--- src/rtl/ntl_pkg.sv ---
package ntl_pkg;
    localparam int SEL_W = 16;
    localparam int DW    = 32;

    // descriptor high-word fields
    localparam int HI_PRESENT = 15;
    localparam int HI_SYSBIT  = 12;
    localparam int HI_TYPE_LO = 8;

    localparam logic [3:0] TSS_BUSY16 = 4'h3;
    localparam logic [3:0] TSS_BUSY32 = 4'hB;

    typedef enum logic [1:0] {
        FLT_NONE = 2'd0,
        FLT_TS   = 2'd1,
        FLT_NP   = 2'd2,
        FLT_INT  = 2'd3
    } fault_e;

    typedef enum logic [2:0] {
        ST_IDLE = 3'd0,
        ST_LINK = 3'd1,
        ST_SEL  = 3'd2,
        ST_DLO  = 3'd3,
        ST_DHI  = 3'd4,
        ST_EVAL = 3'd5
    } state_e;
endpackage

--- src/rtl/ntl_limit_chk.sv ---
module ntl_limit_chk #(
    parameter int LW = 16
) (
    input  logic [12:0]   index_i,
    input  logic [LW-1:0] limit_i,
    output logic          over_o
);
    localparam int CW = (LW > 16) ? LW + 1 : 17;
    logic [CW-1:0] last_byte;
    logic [CW-1:0] lim_ext;

    always_comb begin
        last_byte = CW'({index_i, 3'b111});
        lim_ext   = CW'(limit_i);
        over_o    = last_byte > lim_ext;
    end
endmodule

--- src/rtl/ntl_desc_class.sv ---
module ntl_desc_class
    import ntl_pkg::*;
(
    input  logic [7:0] hi_attr_i,  // descriptor high word bits 15:8
    output logic       busy_tss_o,
    output logic       present_o
);
    localparam int P_OFF = HI_PRESENT - HI_TYPE_LO;
    localparam int S_OFF = HI_SYSBIT - HI_TYPE_LO;

    logic [3:0] seg_type;

    always_comb begin
        seg_type   = hi_attr_i[3:0];
        busy_tss_o = !hi_attr_i[S_OFF] &&
                     ((seg_type == TSS_BUSY16) || (seg_type == TSS_BUSY32));
        present_o  = hi_attr_i[P_OFF];
    end
endmodule

--- src/rtl/ntl_addr_gen.sv ---
module ntl_addr_gen #(
    parameter int AW = 16
) (
    input  logic [AW-1:0] table_base_i,
    input  logic [12:0]   index_i,
    input  logic          upper_i,
    output logic [AW-1:0] addr_o
);
    localparam int OW = (AW > 16) ? AW : 16;
    logic [OW-1:0] offset;

    always_comb begin
        offset = OW'({index_i, upper_i, 2'b00});
        addr_o = table_base_i + AW'(offset);
    end
endmodule

--- src/rtl/ntl_link_check.sv ---
module ntl_link_check
    import ntl_pkg::*;
#(
    parameter int AW = 16,
    parameter int LW = 16
) (
    input  logic             clk,
    input  logic             rst_n,
    input  logic             start_i,
    input  logic             v86_i,
    input  logic [AW-1:0]    tss_base_i,
    input  logic [AW-1:0]    gdt_base_i,
    input  logic [LW-1:0]    gdt_limit_i,
    output logic             mem_req_o,
    output logic [AW-1:0]    mem_addr_o,
    input  logic             mem_ack_i,
    input  logic [DW-1:0]    mem_rdata_i,
    output logic             done_o,
    output logic             ok_o,
    output logic [1:0]       fault_o,
    output logic [SEL_W-1:0] err_code_o,
    output logic [SEL_W-1:0] link_sel_o,
    output logic [DW-1:0]    desc_lo_o,
    output logic [DW-1:0]    desc_hi_o
);
    localparam int TI_BIT = 2;

    typedef struct packed {
        state_e           st;
        logic [AW-1:0]    tss;
        logic [AW-1:0]    gdt;
        logic [LW-1:0]    lim;
        logic [SEL_W-1:0] sel;
        logic [DW-1:0]    lo;
        logic [DW-1:0]    hi;
        logic             done;
        logic             ok;
        fault_e           flt;
        logic [SEL_W-1:0] err;
    } regs_t;

    regs_t r_d, r_q;

    logic          over_limit;
    logic          busy_tss;
    logic          present;
    logic [AW-1:0] desc_addr;

    ntl_limit_chk #(.LW(LW)) u_limit (
        .index_i (r_q.sel[SEL_W-1:3]),
        .limit_i (r_q.lim),
        .over_o  (over_limit)
    );

    ntl_desc_class u_class (
        .hi_attr_i  (r_q.hi[HI_PRESENT:HI_TYPE_LO]),
        .busy_tss_o (busy_tss),
        .present_o  (present)
    );

    ntl_addr_gen #(.AW(AW)) u_addr (
        .table_base_i (r_q.gdt),
        .index_i      (r_q.sel[SEL_W-1:3]),
        .upper_i      (r_q.st == ST_DHI),
        .addr_o       (desc_addr)
    );

    always_comb begin
        r_d      = r_q;
        r_d.done = 1'b0;
        unique case (r_q.st)
            ST_IDLE: begin
                if (start_i) begin
                    r_d.tss = tss_base_i;
                    r_d.gdt = gdt_base_i;
                    r_d.lim = gdt_limit_i;
                    r_d.ok  = 1'b0;
                    r_d.flt = FLT_NONE;
                    r_d.err = '0;
                    if (v86_i) begin
                        r_d.done = 1'b1;
                        r_d.flt  = FLT_INT;
                    end else begin
                        r_d.st = ST_LINK;
                    end
                end
            end
            ST_LINK: begin
                if (mem_ack_i) begin
                    r_d.sel = mem_rdata_i[SEL_W-1:0];
                    r_d.st  = ST_SEL;
                end
            end
            ST_SEL: begin
                if (r_q.sel[TI_BIT] || over_limit) begin
                    r_d.done = 1'b1;
                    r_d.flt  = FLT_TS;
                    r_d.err  = {r_q.sel[SEL_W-1:2], 2'b00};
                    r_d.st   = ST_IDLE;
                end else begin
                    r_d.st = ST_DLO;
                end
            end
            ST_DLO: begin
                if (mem_ack_i) begin
                    r_d.lo = mem_rdata_i;
                    r_d.st = ST_DHI;
                end
            end
            ST_DHI: begin
                if (mem_ack_i) begin
                    r_d.hi = mem_rdata_i;
                    r_d.st = ST_EVAL;
                end
            end
            ST_EVAL: begin
                r_d.done = 1'b1;
                r_d.st   = ST_IDLE;
                if (!busy_tss) begin
                    r_d.flt = FLT_TS;
                    r_d.err = {r_q.sel[SEL_W-1:2], 2'b00};
                end else if (!present) begin
                    r_d.flt = FLT_NP;
                    r_d.err = {r_q.sel[SEL_W-1:2], 2'b00};
                end else begin
                    r_d.ok = 1'b1;
                end
            end
            default: r_d.st = ST_IDLE;
        endcase
    end

    always_ff @(posedge clk) begin
        if (!rst_n) begin
            r_q     <= '0;
            r_q.st  <= ST_IDLE;
            r_q.flt <= FLT_NONE;
        end else begin
            r_q <= r_d;
        end
    end

    always_comb begin
        mem_req_o  = (r_q.st == ST_LINK) || (r_q.st == ST_DLO) || (r_q.st == ST_DHI);
        mem_addr_o = (r_q.st == ST_LINK) ? r_q.tss : desc_addr;
        done_o     = r_q.done;
        ok_o       = r_q.ok;
        fault_o    = r_q.flt;
        err_code_o = r_q.err;
        link_sel_o = r_q.sel;
        desc_lo_o  = r_q.lo;
        desc_hi_o  = r_q.hi;
    end
endmodule

--- config.mk ---
export PLATFORM = sky130hd
export DESIGN_NAME = ntl_link_check
export DESIGN_NICKNAME = d
export VERILOG_FILES = /design/src/rtl/ntl_pkg.sv /design/src/rtl/ntl_limit_chk.sv /design/src/rtl/ntl_desc_class.sv /design/src/rtl/ntl_addr_gen.sv /design/src/rtl/ntl_link_check.sv
export SDC_FILE = /design/constraint.sdc
export NUM_CORES = 1
export LEC_CHECK = 0
export BUFFER_PORTS_ARGS = -buffer_cell sky130_fd_sc_hd__buf_2
export CORE_MARGIN = 5
export CORE_UTILIZATION = 57
export CTS_CLUSTER_SIZE = 14
export DETAILED_ROUTE_END_ITERATION = 8
export PLACE_DENSITY = 0.86
export SETUP_SLACK_MARGIN = 0.1
export SLEW_MARGIN = 20
export SYNTH_ARGS = -nofsm -noshare
export SYNTH_HDL_FRONTEND = slang
export SYNTH_SLANG_ARGS = --single-unit
--- constraint.sdc ---
create_clock -name clk -period 6.6 [get_ports clk]
set_input_delay 1.32 -clock clk [delete_from_list [all_inputs] [get_ports clk]]
set_output_delay 1.32 -clock clk [all_outputs]
set_load 0.1 [all_outputs]
==> results of run 1 <==
-- worst max-delay path, cell delays in order (launching register included) --
cell and delay (ns):
dfxtp_1 0.67, nor3b_2 0.17, ha_1 0.25, fa_1 0.40, a21o_1 0.17, a21oi_1 0.28, o21ai_1 0.15, a211oi_1 0.29
xor2_1 0.11, o21ai_0 0.14, buf_2 0.45
-- cell usage after synthesis (all sizes together) (2+ instances only) --
| cell | number |
|---|---|
| nand2 | 286 |
| dfxtp | 149 |
| a21boi | 131 |
| buf | 112 |
| clkbuf | 37 |
| ha | 26 |
| inv | 19 |
| o21ai | 19 |
| a21oi | 16 |
| a22o | 13 |
| nor2 | 12 |
| a21o | 10 |
| nand4 | 7 |
| xnor2 | 6 |
| xor2 | 6 |
| and3 | 5 |
| mux2 | 5 |
| nor2b | 5 |
| o21a | 5 |
| a31oi | 4 |
| nand3 | 4 |
| nor3 | 4 |
| and2 | 3 |
| mux2i | 2 |
| o31ai | 2 |
-- cell type report --
cell class | instances | area (µm²)
Sequential cell | 149 | 2980
Fill cell | 1120 | 4310
Tap cell | 172 | 215
Multi-Input combinational cell | 595 | 3490
Clock buffer | 20 | 467
Inverter | 19 | 71.3
Timing Repair Buffer | 206 | 1050
Clock inverter | 12 | 143
-- final timing paths --
path / end / slack, ns / cells past startpoint
min reg2reg: desc_hi_o[20] / 0.45 / 2
max reg2reg: link_sel_o[3] / 4.08 / 5
max: mem_addr_o[12] / 1.79 / 10
min: desc_hi_o[20] / 0.45 / 2
-- routing by layer --
| layer | share of wire, % | track usage [%] | vias up |
|---|---|---|---|
| met5 | 0 | 0 | - |
| li1 | - | - | 3059 |
| met3 | 5.7 | 5.66 | 32 |
| met2 | 48 | 38.9 | 219 |
| met1 | 44 | 29.7 | 2870 |
| met4 | 2.5 | 9.48 | 0 |
-- metrics by stage --
step | hold slack [ns] | util [%] | setup slack [ns] | power, mW | cells
final | 0.449 | 66.2 | 1.79 | 2.26 | 1173
after global routing | 0.468 | 66.2 | 1.54 | 2.34 | 1173
after CTS | 0.450 | 66.1 | 1.82 | 2.27 | 1173
after detailed placement | 0.442 | 61.3 | 2.28 | 1.30 | 1141
after global placement | 0.437 | 61.3 | 2.36 | 1.30 | 1141
after floorplan | 0.434 | - | 0.931 | 1.22 | 912
-- cells by family (layout without fill, tap and decap cells) --
family | count (synthesis) | count (layout)
simple gates | 336 | 336
compound gates | 211 | 211
buf+inv | 168 | 257
flops | 149 | 149
fa+ha+maj | 27 | 27
xor+xnor | 12 | 12
mux | 7 | 7
other cells | 1 | 2
-- state kept, by name, summed over array words and instances (netlist names) --
| name | flops |
|---|---|
| desc_hi_o | 32 |
| desc_lo_o | 32 |
| done_o | 1 |
| err_code_o | 14 |
| fault_o | 2 |
| link_sel_o | 16 |
| ok_o | 1 |
| r_q | 51 |
-- power by group through the flow --
stage / sequential, mW / combinational [mW] / clock [mW]
after detailed placement: 0.966 / 0.336 / 0
after floorplan: 0.962 / 0.261 / 0
after global routing: 0.951 / 0.361 / 1.03
final: 0.947 / 0.339 / 0.977
after global placement: 0.965 / 0.331 / 0
after CTS: 0.947 / 0.337 / 0.990
==> flow_summary.json, run 1 <==
{
  "outcome": "finished, final reports clean",
  "endpoint_kind": "output port",
  "root_buffer": "clkbuf_16",
  "synth_top_area_share_pct": 39.9,
  "synth_cell_types": 61,
  "seq_power_share_pct": 41.9,
  "hold_viol": 0,
  "combPwrFrac_pct": 15.0,
  "cp-startpoint": "r_q[149]",
  "synth.area.top_cells": "dfxtp_1 40%, nand2_1 14%, buf_4 9.8%",
  "first_iter_violations": 440,
  "yosysTopAreaCell": "dfxtp_1",
  "power_density_mw_per_mm2": 269,
  "synthAdderAreaFrac_pct": 4.62,
  "slew_viol_final": 0,
  "cts_tree": "done",
  "synth_seq_cells": 149,
  "layout-drive-gt1-share_pct": 25.7,
  "sw_frac_of_total_pct": 28.8,
  "final_cell_mix": "286 x nand2_1, 198 x buf_2, 149 x dfxtp_1",
  "critical_path_class": "reg2out",
  "leakage_nw": 3.78,
  "dp_hpwl_mm": 13.5,
  "vias": 6180,
  "core-area_mm2": 0.0127,
  "die_x_um": 125,
  "synthMuxAreaShare_pct": 1.02,
  "clkLatencyLatePin_ns": 0.42,
  "rsz0062_at_grt": "no",
  "period_needed_ns": 4.81,
  "post_cts_resized": 0,
  "wl_per_cell_um": 16.0,
  "p_int_mw": 1.61,
  "ys_async_sr_fraction_pct": 0,
  "clk_path_buf_depth": 2,
  "grt_antenna_before_repair": 0,
  "drt-pass1-iter-count": 5,
  "min-delay-start": "desc_hi_o[20]",
  "grt_max_degree": 72,
  "grt_pass1_wl_mm": 30.0,
  "arrival_ns": 3.49,
  "cts_hold_buf": 0,
  "syn2layout_area_growth_pct": 12.6,
  "synth-compound-area-share_pct": 20.6,
  "finalClockSkew_ns": 0.00971,
  "synth_ff_type": "dfxtp_1",
  "critPathMaxFanout": 15,
  "grt_pass1_vias": 5878,
  "synth_edf_count": 0,
  "portBuffers": 199,
  "std_cell_rows": 41,
  "yosys_warnings": 0,
  "globalplace.congestion": 0.905,
  "start_util_pct": 58.8,
  "vias_per_cell": 5.27,
  "ir_drop_uv": 192,
  "dieArea_mm2": 0.0155,
  "avgSynthCellArea_um2": 8.21,
  "p_switching_uw": 653,
  "fin_tns_setup_ns": 0,
  "synth_area_mm2": 0.00748,
  "clkSinkCount": 149,
  "postPlaceCellArea_mm2": 0.00780,
  "drc": 0,
  "setup_violations": 0,
  "netlist_instances": 911,
  "overflow": 0,
  "ant_nets": 0,
  "period_share_pct": 72.8,
  "synth-simple-area-share_pct": 18.7,
  "relSlewSlack_pct": 54.7,
  "die_y_um": 125,
  "grtUsageTotal_pct": 23.6,
  "ys_seq_area_share_pct": 39.9,
  "io-pin-count": 202,
  "synth_top_family_by_area": "compound AO/OA/AOI/OAI gates",
  "drv_cap": 0,
  "hp-class": "reg2reg",
  "postLayoutCellArea_mm2": 0.00842,
  "nets": 1100,
  "mostFrequentLayoutCell": "nand2_1",
  "postCtsSetupBuffers": 0,
  "cts.reportedPaths.clkPinSlew_ns": 0.06,
  "tightest_slew_ns": 0.678,
  "h-tree-depth": 4,
  "start_kind": "flip-flop",
  "n_antenna_cell": 0,
  "worstReg2RegStart": "r_q[148]",
  "cts_buffers": 17,
  "fmax_mhz": 208,
  "synth_xor_xnor_area_share_pct": 1.41,
  "required_ns": 5.28,
  "wirelength_mm": 18.8,
  "clkPwrFrac_pct": 43.2
}
(Power assumes the default switching activity.)
==> run 2, diff against run 1 <==
Settings changed: ABC_AREA set to 1, CORE_UTILIZATION 57 to 53, PLACE_DENSITY 0.86 to 0.81.
Clock period 6.6 ns to 4.55 ns, I/O delays scaled along.
==> run 2 against run 1 <==
Effect of this change:
- die area grew 6.3%
- count of clock-buffer cells in the layout is the same
- via count grew 7.5%
- critical path depth grew 5
- worst setup slack lost 1.1 ns
- sequential share of layout area grew 0.49 points
- clock power grew 43%
- power grew 55%
- synthesized cell count grew 7.5%
- critical path type unchanged
- highest routed layer unchanged
==> flow_summary.json, run 2 <==
{
  "wl_per_cell_um": 16.2,
  "drc": 0,
  "mostFrequentLayoutCell": "buf_2",
  "dp_hpwl_mm": 14.1,
  "start_kind": "flip-flop",
  "drt-pass1-iter-count": 5,
  "fin_cells": 1244,
  "required_ns": 3.64,
  "cts_hold_buf": 0,
  "fmax_mhz": 258,
  "n_antenna_cell": 0,
  "grt_antenna_before_repair": 0,
  "post_cts_resized": 0,
  "power_density_mw_per_mm2": 423,
  "hold_viol": 0,
  "grt_pass1_vias": 6334,
  "grt_pass1_wl_mm": 31.5,
  "std_cell_rows": 43,
  "cts_buffers": 17,
  "critical_path_class": "reg2out",
  "yosysTopAreaCell": "dfxtp_1",
  "setup_violations": 0,
  "nets": 1165,
  "r2r_setup_slack_ns": 2.21,
  "critical-path-top-delay-family": "simple AND/OR/NAND/NOR gates",
  "ys_seq_area_share_pct": 40.2,
  "vias_per_cell": 5.34,
  "synth_most_common_cell": "dfxtp_1",
  "clkLatencyLatePin_ns": 0.41,
  "syn2layout_area_growth_pct": 11.8,
  "cts.reportedPaths.clkPinSlew_ns": 0.06,
  "vias": 6643,
  "arrival_ns": 2.96,
  "outcome": "finished, final reports clean",
  "root_buffer": "clkbuf_16",
  "netlist_instances": 979,
  "synth.area.top_cells": "dfxtp_1 40%, buf_4 10%, a21oi_1 7.6%",
  "crit_top_cell": "nand2_1",
  "fin_tns_setup_ns": 0,
  "ir_drop_uv": 231,
  "slew_viol_final": 0,
  "synth_cell_types": 39,
  "finalClockSkew_ns": 0.00791,
  "dp.cells": 1214,
  "regMostFlops": "r_q",
  "grt_max_degree": 72,
  "hp-class": "reg2reg",
  "tightest_slew_ns": 0.960,
  "fill_cells": 1280,
  "die_y_um": 128,
  "crit_chain": "nor2_2 > inv_2 > nor2_4 > ha_1 > fa_1 > nand3_1 > nand2_1 > nand2_1 > o211ai_1 > nand2_1 > nand2_1 > nand2_1 > nand3_1 > o21ai_0 > buf_2",
  "synth_seq_cells": 149,
  "h-tree-depth": 4,
  "leakage_nw": 3.84,
  "yosys_warnings": 0,
  "critPathMaxFanout": 5,
  "core-area_mm2": 0.0138,
  "regArea_mm2": 0.00298,
  "period_needed_ns": 3.87,
  "clk_path_buf_depth": 2,
  "synth_ff_type": "dfxtp_1",
  "avgSynthCellArea_um2": 7.59,
  "synthTopCellsByCount": "149 x dfxtp_1, 141 x nand2_1, 113 x a21oi_1",
  "endpoint_kind": "output port",
  "layout-drive-gt1-share_pct": 26.4,
  "period_share_pct": 85.1,
  "ant_nets": 0,
  "cpPeakStageDelay_ns": 0.46,
  "worst-path-buf-inv": 2,
  "start_util_pct": 53.7,
  "postCtsSetupBuffers": 0,
  "synth_top_area_share_pct": 40.2,
  "synth_area_mm2": 0.00743,
  "wirelength_mm": 20.1,
  "portBuffers": 199,
  "dieArea_mm2": 0.0165,
  "relSlewSlack_pct": 35.9,
  "first_iter_violations": 536,
  "io-pin-count": 202,
  "largest_reg_flops": 51,
  "overflow": 0,
  "clkSinkCount": 149,
  "multiInputGateArea_mm2": 0.00324,
  "grtUsageTotal_pct": 24.0,
  "globalplace.congestion": 0.887,
  "synth_edf_count": 0,
  "final_cell_mix": "199 x buf_2, 149 x dfxtp_1, 139 x nand2_1",
  "cts_tree": "done",
  "ys_async_sr_fraction_pct": 0,
  "rsz0062_at_grt": "no",
  "drv_cap": 0,
  "die_x_um": 128,
  "slowest_stage": "dfxtp_1"
}
==> run 2: changes by cell type after synthesis, moves of 62 or more <==
cell | previous run | this run
nor2_1 | 12 | 94
nand3_1 | 4 | 77
a21boi_1 | 68 | 0
nand2_1 | 286 | 141
o21ai_0 | 16 | 79
a21oi_1 | 15 | 113
a21boi_0 | 62 | 0
==> run 2: cells by family after synthesis <==
kind of cell,share of synthesized area [%]
simple gates,22.3
compound gates,15.9
buf+inv,16.3
flops,40.2
fa+ha+maj,4.65
xor+xnor,0.708
other cells,0.0505
==> run 2: through the flow <==
| stage | cell area (µm²) | hold WS [ns] | setup slack [ns] | total power, mW | utilization [%] |
|---|---|---|---|---|---|
| floorplan | 7430 | 0.425 | 0.146 | 1.99 | - |
| global placement | 7710 | 0.434 | 1.18 | 2.12 | 55.8 |
| detailed placement | 7710 | 0.441 | 1.13 | 2.13 | 55.8 |
| CTS | 8300 | 0.451 | 0.674 | 3.53 | 60.0 |
| global route | 8300 | 0.471 | 0.482 | 3.65 | 60.0 |
| finish | 8300 | 0.453 | 0.679 | 3.51 | 60.0 |
==> run 2: worst paths after layout <==
| kind | from | to | cells after the start |
|---|---|---|---|
| max | r_q[148] | mem_addr_o[14] | 15 |
| min reg2reg | r_q[132] | r_q[132] | 2 |
| min | r_q[132] | r_q[132] | 2 |
| max reg2reg | r_q[148] | desc_lo_o[8] | 7 |
==> run 2: final cells by class <==
cell class	count	area share, %
Multi-Input combinational cell	620	39.0
Sequential cell	149	35.9
Timing Repair Buffer	204	12.4
Clock buffer	20	5.50
Inverter	61	2.79
Tap cell	180	2.71
Clock inverter	10	1.58
==> run 2: per-layer routing <==
layer  routed length, µm  share of wire (%)  track usage, %
met5                   0                  0               0
met1                8940                 44            32.1
met4                 527                2.6            9.68
met2                9230                 46            37.6
met3                1400                7.0            5.56
==> run 2: tightest hold or removal path: cells and delay by family, from the launching register on <==
kind                   cells  cell delay, ns
flip-flops                 1            0.30
AO/OA/AOI/OAI              1            0.05
buffers and inverters      1            0.06
==> run 2: report_power, final <==
group	internal [mW]	switching (mW)	total (mW)
Clock	0.881	0.520	1.40
Sequential	1.36	0.0396	1.40
Combinational	0.151	0.556	0.707
==> run 3, diff against run 2 <==
Settings changed: ABC_AREA 1 to not set, PLACE_DENSITY 0.81 to 0.8.
==> run 3 against run 2 <==
Effect of this change:
- clock power increased by 10%
- cell count decreased by 5.0%
- wire length decreased by 8.6%
- non-clock buffer count increased by 3
==> flow_summary.json, run 3 (synthesized netlist as in run 1, its figures left out) <==
{
  "grt_pass1_wl_mm": 28.9,
  "period_needed_ns": 4.15,
  "syn2layout_area_growth_pct": 13.4,
  "finalClockSkew_ns": 0.00858,
  "grtUsageTotal_pct": 22.0,
  "fin_tns_setup_ns": 0,
  "drv_cap": 0,
  "dieArea_mm2": 0.0166,
  "io-pin-count": 202,
  "cpPeakStageDelay_ns": 0.56,
  "grt_antenna_before_repair": 0,
  "cts.reportedPaths.clkPinSlew_ns": 0.06,
  "relSlewSlack_pct": 34.2,
  "fill_cells": 1274,
  "postLayoutCellArea_mm2": 0.00847,
  "overflow": 0,
  "postCtsSetupBuffers": 0,
  "cts_buffers": 17,
  "final_util_pct": 61.1,
  "mostFrequentLayoutCell": "nand2_1",
  "rsz0062_at_grt": "no",
  "vias_per_cell": 5.13,
  "regMostFlops": "r_q",
  "fmax_mhz": 241,
  "grt_max_degree": 72,
  "die_x_um": 129,
  "period_share_pct": 91.1,
  "largest_reg_flops": 51,
  "wl_per_cell_um": 15.5,
  "ant_nets": 0,
  "drc": 0,
  "critical_path_class": "reg2out",
  "r2r_setup_slack_ns": 2.01,
  "ir_drop_uv": 288,
  "wirelength_mm": 18.4,
  "clk_path_buf_depth": 2,
  "slowest_stage": "dfxtp_1",
  "crit_chain": "nor3b_2 > ha_1 > fa_1 > a21o_1 > a21oi_1 > o21ai_1 > nand4_1 > and3_1 > o31ai_2 > buf_2",
  "layout-drive-gt1-share_pct": 25.6,
  "leakage_nw": 3.82,
  "nets": 1101,
  "critPathMaxFanout": 11,
  "clkLatencyLatePin_ns": 0.42,
  "outcome": "finished, final reports clean",
  "setup_violations": 0,
  "postPlaceCellArea_mm2": 0.00783,
  "tightest_slew_ns": 0.986,
  "hold_viol": 0,
  "core-area_mm2": 0.0139,
  "grt_pass1_vias": 5610,
  "drt-pass1-iter-count": 5,
  "start_kind": "flip-flop",
  "start_util_pct": 53.9,
  "finalPower_mw": 3.41,
  "cts_tree": "done",
  "h-tree-depth": 4,
  "vias": 6060,
  "final_cell_mix": "286 x nand2_1, 198 x buf_2, 148 x dfxtp_1",
  "arrival_ns": 3.24,
  "worstReg2RegStart": "r_q[148]",
  "slew_viol_final": 0,
  "r2r-end": "link_sel_o[8]",
  "n_antenna_cell": 0,
  "root_buffer": "clkbuf_16",
  "cp-startpoint": "r_q[150]",
  "r2r_cells": 5,
  "portBuffers": 199,
  "first_iter_violations": 386,
  "endpoint_kind": "output port",
  "cp-endpoint": "mem_addr_o[14]",
  "die_y_um": 129,
  "clkSinkCount": 149,
  "std_cell_rows": 43,
  "globalplace.congestion": 0.876,
  "dp_hpwl_mm": 13.4,
  "required_ns": 3.64,
  "hp-class": "reg2reg",
  "power_density_mw_per_mm2": 402
}
run 3: cell types whose count changed in the layout (fill, tap and decap cells not counted), moves of 15 or more:
| cell | before | now |
|---|---|---|
| a21boi_1 | 0 | 68 |
| nand4_1 | 22 | 6 |
| a21boi_0 | 0 | 62 |
| o21ai_0 | 76 | 9 |
| nand2_1 | 139 | 286 |
| inv_1 | 52 | 19 |
| nor2_1 | 94 | 12 |
| nand3_1 | 77 | 4 |
| nand2_2 | 15 | 0 |
| a21oi_1 | 113 | 15 |
run 3: through the flow:
step / hold slack [ns] / std cells / setup WS, ns
after CTS: 0.450 / 1182 / 0.263
after floorplan: 0.434 / 912 / 0.0443
after detailed placement: 0.442 / 1150 / 0.717
after global routing: 0.463 / 1182 / 0.125
final: 0.450 / 1182 / 0.403
after global placement: 0.437 / 1150 / 0.761
run 3: cell type report:
type,count,area (µm²),area share (%)
inverters,19,71.3,0.842
well taps,180,225,2.66
flip-flops and latches,149,2980,35.2
multi-input cells,595,3490,41.1
clock inverters,11,198,2.33
repair buffers,207,1060,12.5
clock buffers,21,450,5.32
run 3: worst max-delay path, delay by kind of cell, from the launching register on:
kind            cells  cell delay, ns
simple gates        3            0.73
fa+ha+maj           2            0.46
buf+inv             1            0.46
flops               1            0.56
compound gates      4            0.60
run 3: report_power, final:
group | total (mW) | switching [mW] | internal, mW
clock | 1.54 | 0.550 | 0.992
sequential | 1.37 | 0.0301 | 1.34
combinational | 0.489 | 0.355 | 0.134
run 3: routing by layer:
metal | part of all wire [%] | GRT usage, %
met5 | 0 | 0
met4 | 2.2 | 8.09
met3 | 6.1 | 4.48
met2 | 47 | 35.1
met1 | 45 | 29.5
run 3: worst min-delay path by stage:
stage / from / end / slack (ns) / cells after the start
after floorplan: err_code_o[2] / err_code_o[2] / 0.43 / 1
after global placement: desc_hi_o[25] / desc_hi_o[25] / 0.44 / 2
after detailed placement: desc_hi_o[13] / desc_hi_o[13] / 0.44 / 2
after CTS: desc_hi_o[13] / desc_hi_o[13] / 0.45 / 2
after global routing: desc_hi_o[13] / desc_hi_o[13] / 0.46 / 2
final: desc_hi_o[16] / desc_hi_o[16] / 0.45 / 2
run 3: timing repair:
| item | in CTS | in global routing |
|---|---|---|
| gates resized for setup | 0 | 1 |
| endpoints found under the setup margin | 0 | 1 |
| hold buffers | 0 | 0 |
